<file path="src/rtl/fs_pkg.sv">
package fs_pkg;
  localparam int CAUSE_N  = 5;
  localparam int C_IDP    = 0;
  localparam int C_OT     = 1;
  localparam int C_OV     = 2;
  localparam int C_UV     = 3;
  localparam int C_OC     = 4;
  typedef logic [CAUSE_N-1:0] cause_t;
endpackage

</file>
<file path="src/rtl/fs_flag_sync.sv">
module fs_flag_sync #(
  parameter int WIDTH  = 4,
  parameter int STAGES = 2
) (
  input  logic             clk,
  input  logic             rst_n,
  input  logic [WIDTH-1:0] d,
  output logic [WIDTH-1:0] q
);
  logic [WIDTH-1:0] stg [STAGES];

  always_ff @(posedge clk or negedge rst_n) begin
    if (!rst_n) stg[0] <= '0;
    else        stg[0] <= d;
  end

  for (genvar s = 1; s < STAGES; s++) begin : g_stage
    always_ff @(posedge clk or negedge rst_n) begin
      if (!rst_n) stg[s] <= '0;
      else        stg[s] <= stg[s-1];
    end
  end

  assign q = stg[STAGES-1];
endmodule

</file>
<file path="src/rtl/fs_run_detect.sv">
module fs_run_detect #(
  parameter int RUN_LEN = 128
) (
  input  logic clk,
  input  logic rst_n,
  input  logic in_valid,
  input  logic in_bit,
  output logic stuck
);
  localparam int CW = $clog2(RUN_LEN + 1);
  localparam logic [CW-1:0] RUN_MAX = CW'(RUN_LEN);

  logic [CW-1:0] run_cnt;
  logic          last_bit;

  always_ff @(posedge clk or negedge rst_n) begin
    if (!rst_n) begin
      run_cnt  <= '0;
      last_bit <= 1'b0;
    end else if (in_valid) begin
      last_bit <= in_bit;
      if (run_cnt != '0 && in_bit == last_bit) begin
        if (run_cnt != RUN_MAX) run_cnt <= run_cnt + 1'b1;
      end else begin
        run_cnt <= CW'(1);
      end
    end
  end

  assign stuck = (run_cnt == RUN_MAX);

  assert_release_R3: assert property (@(posedge clk) disable iff (!rst_n)
    (in_valid && run_cnt != '0 && in_bit != last_bit) |=> !stuck);
  assert_idle_hold_R4: assert property (@(posedge clk) disable iff (!rst_n)
    !in_valid |=> ($stable(stuck) && $stable(run_cnt)));
  assert_rise_on_beat_R2: assert property (@(posedge clk) disable iff (!rst_n)
    $rose(stuck) |-> $past(in_valid));
endmodule

</file>
<file path="src/rtl/fs_ot_lockout.sv">
module fs_ot_lockout #(
  parameter int HOLD = 614400
) (
  input  logic clk,
  input  logic rst_n,
  input  logic ot_sync,
  output logic active
);
  localparam int TW = (HOLD > 2) ? $clog2(HOLD) : 1;
  localparam logic [TW-1:0] T_END = TW'(HOLD - 1);

  logic [TW-1:0] timer;

  always_ff @(posedge clk or negedge rst_n) begin
    if (!rst_n) begin
      active <= 1'b0;
      timer  <= '0;
    end else if (!active) begin
      if (ot_sync) begin
        active <= 1'b1;
        timer  <= '0;
      end
    end else if (timer == T_END) begin
      timer <= '0;
      if (!ot_sync) active <= 1'b0;
    end else begin
      timer <= timer + 1'b1;
    end
  end

  assert_ot_hold_R7: assert property (@(posedge clk) disable iff (!rst_n)
    (active && timer != T_END) |=> active);
  assert_ot_release_R7: assert property (@(posedge clk) disable iff (!rst_n)
    (active && timer == T_END && !ot_sync) |=> !active);
  assert_ot_restart_R8: assert property (@(posedge clk) disable iff (!rst_n)
    (active && timer == T_END && ot_sync) |=> (active && timer == '0));
endmodule

</file>
<file path="src/rtl/fs_prot_supervisor.sv">
module fs_prot_supervisor
  import fs_pkg::*;
#(
  parameter int RUN_LEN     = 128,
  parameter int OT_HOLD     = 614400,
  parameter int SYNC_STAGES = 2
) (
  input  logic               clk,
  input  logic               rst_n,
  input  logic               pdm_valid,
  input  logic               pdm_bit,
  output logic               pdm_ready,
  input  logic               ot_flag,
  input  logic               ov_flag,
  input  logic               uv_flag,
  input  logic               oc_flag,
  output logic               fault,
  output logic [CAUSE_N-1:0] cause,
  output logic               out_en
);
  logic [3:0] flags_s;
  logic       idp;
  logic       ot_active;
  cause_t     cause_w;

  fs_flag_sync #(.WIDTH(4), .STAGES(SYNC_STAGES)) u_sync (
    .clk   (clk),
    .rst_n (rst_n),
    .d     ({oc_flag, uv_flag, ov_flag, ot_flag}),
    .q     (flags_s)
  );

  fs_run_detect #(.RUN_LEN(RUN_LEN)) u_run (
    .clk      (clk),
    .rst_n    (rst_n),
    .in_valid (pdm_valid),
    .in_bit   (pdm_bit),
    .stuck    (idp)
  );

  fs_ot_lockout #(.HOLD(OT_HOLD)) u_ot (
    .clk     (clk),
    .rst_n   (rst_n),
    .ot_sync (flags_s[0]),
    .active  (ot_active)
  );

  always_comb begin
    cause_w        = '0;
    cause_w[C_IDP] = idp;
    cause_w[C_OT]  = ot_active;
    cause_w[C_OV]  = flags_s[1];
    cause_w[C_UV]  = flags_s[2];
    cause_w[C_OC]  = flags_s[3];
  end

  assign cause     = cause_w;
  assign fault     = |cause_w;
  assign out_en    = ~fault;
  assign pdm_ready = 1'b1;

  assert_ot_disables_R6: assert property (@(posedge clk) disable iff (!rst_n)
    $rose(cause[C_OT]) |-> (!out_en && fault));
  assert_ready_R4: assert property (@(posedge clk) disable iff (!rst_n) pdm_ready);

  if (SYNC_STAGES == 2) begin : g_chk
    logic [1:0] age;
    always_ff @(posedge clk or negedge rst_n) begin
      if (!rst_n)         age <= '0;
      else if (age != 2'd3) age <= age + 1'b1;
    end
    assert_ov_delay_R5: assert property (@(posedge clk) disable iff (!rst_n)
      (age >= 2'd2) |-> (cause[C_OV] == $past(ov_flag, 2)));
    assert_oc_delay_R5: assert property (@(posedge clk) disable iff (!rst_n)
      (age >= 2'd2) |-> (cause[C_OC] == $past(oc_flag, 2)));
  end
endmodule

</file>
<file path="config.mk">
export PLATFORM = sky130hd
export DESIGN_NAME = fs_prot_supervisor
export DESIGN_NICKNAME = d
export VERILOG_FILES = /design/src/rtl/fs_pkg.sv /design/src/rtl/fs_flag_sync.sv /design/src/rtl/fs_run_detect.sv /design/src/rtl/fs_ot_lockout.sv /design/src/rtl/fs_prot_supervisor.sv
export SDC_FILE = /design/constraint.sdc
export NUM_CORES = 1
export LEC_CHECK = 0
export ABC_AREA = 0
export ABC_CLOCK_PERIOD_IN_PS = 3100
export BUFFER_PORTS_ARGS = -buffer_cell sky130_fd_sc_hd__buf_2
export CORE_MARGIN = 10
export CORE_UTILIZATION = 45
export DETAILED_ROUTE_END_ITERATION = 10
export GPL_TIMING_DRIVEN = 0
export PLACE_DENSITY = 0.67
export SYNTH_ARGS = -nofsm -noshare
export SYNTH_HDL_FRONTEND = slang
export SYNTH_HIERARCHICAL = 1
export SYNTH_SLANG_ARGS = --single-unit
</file>
<file path="constraint.sdc">
create_clock -name clk -period 3.1 [get_ports clk]
set_input_delay 0.93 -clock clk [delete_from_list [all_inputs] [get_ports clk]]
set_output_delay 0.93 -clock clk [all_outputs]
set_load 0.03 [all_outputs]
</file>
==> impl_metrics.py <==
metrics = {
    "outcome": {
        "status": "completed",
    },
    "global_routing": {
        "top_usage_layer": "met2",
        "grt_pass1_wl_um": 7100,
        "grt_max_degree": 39,
        "grt.total_usage": 0.116,
        "grt_pass1_vias": 1560,
        "antenna_found_initial": 0,
        "use_met1": 0.149,
        "overflow": 0,
        "grtUsageMet3": 0.0263,
        "met2_usage": 0.177,
    },
    "placement": {
        "dp_slack_ps": 654,
        "dp_hpwl_um": 2740,
        "globalplace.congestion": 0.896,
        "io_buffers": 14,
        "place_inst": 277,
    },
    "worst_setup_path": {
        "cp_max_fo": 4,
        "worstReg2RegStart": "u_ot/timer[13]$_DFFE_PN0P_",
        "cp-end-kind": "output pin",
        "start_kind": "flop",
        "worstSetupPathType": "flop to output pin",
        "reg2regPathDepth": 5,
        "crit_arrival_ps": 1790,
        "crit_start": "u_run/run_cnt[0]$_DFFE_PN0P_",
        "cp.required_ps": 2170,
    },
    "sta": {
        "fin_crit_ps": 2720,
        "fin_tns_setup_ps": 0,
        "hold_ws_ps": 353,
        "hold_viol_final": 0,
        "setup_viol": 0,
        "tightest_slew_ps": 838,
        "finalMaxSlewViolations": 0,
        "period_share": 0.879,
        "setup_ws_ps": 375,
        "rsz0062_at_grt": "no",
        "slew-limit-headroom": 0.441,
        "max_freq_mhz": 367,
        "fin_skew_ps": 7.93,
    },
    "floorplanning": {
        "dieArea_um2": 7430,
        "core_area_um2": 4290,
        "die_y_um": 86.2,
        "initial_utilization": 0.459,
        "io_pins": 16,
        "row_count": 24,
        "die_width_um": 86.2,
    },
    "drt": {
        "route.vias.total": 1575,
        "viasPerCell": 5.53,
        "drc": 0,
        "drt_iter0_markers": 161,
        "first_pass_iters": 4,
        "wl_per_cell_um": 13.8,
        "wl_um": 3940,
        "ant_nets": 0,
    },
    "finish": {
        "final_cells": 285,
        "areaGrowthSynthToFinish_pct": 12.4,
        "diodes": 0,
        "mostFrequentLayoutCells": "38 x dfrtp_1, 23 x nand2_1, 19 x o21ai_0",
        "drive_gt1_frac": 0.176,
        "nets": 243,
        "final_common_cell": "dfrtp_1",
    },
    "synth": {
        "ys_ff_latch": 38,
        "synth_cell_type_count": 46,
        "synth_edf_count": 0,
        "ys_warn_count": 6,
        "synthesis.instances": 211,
        "syn_area_per_cell_um2": 9.35,
        "ys_seq_area_frac": 0.482,
        "synth_ff_type": "dfrtp_1",
        "syn_area_um2": 1970,
        "synth_async_sr_flop_share": 1.00,
        "syn-num-nets": 222,
    },
    "pwr": {
        "ir_drop_v": 0.000421,
        "power_mw": 1.28,
        "p_per_area_nw_per_um2": 578,
        "p_leak_nw": 0.956,
    },
    "job": {
        "drv_cap": 0,
    },
    "cts": {
        "cts.sinks": 38,
        "cts.htree.levels": 2,
        "clock_latency_ps": 280,
        "cts_tree": "done",
        "cts_buffers": 5,
        "root_buffer": "clkbuf_8",
        "postCtsResizedCells": 0,
        "cts_buffer_depth": 2,
        "clkTransAtPathRegs_ps": 70,
        "cts_setup_buffers": 0,
        "ctsHoldBuffers": 0,
    },
    "worst_hold_path": {
        "holdPathStages": 0,
        "holdCritPathClass": "flop to flop",
        "min_from": "u_sync/stg[5]$_DFF_PN0_",
    },
}
-- path summary, 6_finish.rpt --
check	to	slack [ps]
min in group asynchronous	u_ot/timer[14]$_DFFE_PN0P_	740
min	u_sync/q[1]$_DFF_PN0_	350
min reg2reg	u_sync/q[1]$_DFF_PN0_	350
max	out_en	380
max in group asynchronous	u_ot/timer[8]$_DFFE_PN0P_	1830
max reg2reg	u_ot/timer[6]$_DFFE_PN0P_	1110
-- stage by stage --
step	util	instance area, um2
after CTS	0.516	2220
after floorplan	-	1970
after detailed placement	0.491	2110
after global placement	0.491	2110
final	0.516	2220
after global routing	0.516	2220
-- flip-flops by register name, indices dropped and copies added (netlist names) --
signal,flops
u_ot/active,1
u_ot/timer,20
u_run/run_cnt,8
u_run/last_bit,1
u_sync/stg,4
u_sync/q,4
-- layer usage --
layer | wire, um | vias up
met5 | 0 | -
met3 | 166 | 2
met4 | 37 | 0
met1 | 1940 | 746
met2 | 1790 | 27
li1 | - | 800
-- power breakdown --
group / internal [mW] / switching, mW
Combinational: 0.105 / 0.115
Sequential: 0.569 / 0.0860
Clock: 0.237 / 0.169
-- synthesized netlist by cell type, types with 3 or more instances --
| cell type | n | area share |
|---|---|---|
| ha_1 | 3 | 0.019 |
| a21oi_1 | 11 | 0.028 |
| or4_1 | 3 | 0.011 |
| inv_1 | 13 | 0.025 |
| nand2b_1 | 4 | 0.013 |
| o22ai_1 | 3 | 0.0095 |
| buf_4 | 7 | 0.027 |
| nor2_1 | 12 | 0.023 |
| nand2_1 | 23 | 0.044 |
| o21ai_0 | 19 | 0.048 |
| dfrtp_1 | 38 | 0.48 |
| or3_1 | 5 | 0.016 |
| clkbuf_1 | 3 | 0.0057 |
| nand3_1 | 16 | 0.041 |
| and3_1 | 3 | 0.0095 |
| o211ai_1 | 3 | 0.011 |
| nand4_1 | 10 | 0.032 |
-- worst max-delay path, cell delays in order, from the launching register on --
cell     delay [ps]
dfrtp_1         400
inv_1           100
ha_1            150
nor4b_2         280
and3_1          230
nor2_1           60
and2_1          130
buf_2           170
-- kinds of logic after synthesis --
logic type | count (synthesis) | share of synthesized area
compound gates | 51 | 0.161
xor+xnor | 2 | 0.00888
fa+ha+maj | 3 | 0.0190
buf+inv | 26 | 0.0673
flops | 38 | 0.482
mux | 3 | 0.0159
other cells | 1 | 0.00190
simple gates | 87 | 0.244
-- final cells by class --
class	count	area, um2
fillers	400	2080
clock inverters	3	40.0
clock buffers	5	68.8
plain buffers	12	80.1
repair buffers	14	70.1
multi-input cells	147	888
well taps	52	65.1
inverters	14	52.6
flip-flops and latches	38	951
No activity file was read; power rests on OpenSTA's default activity.
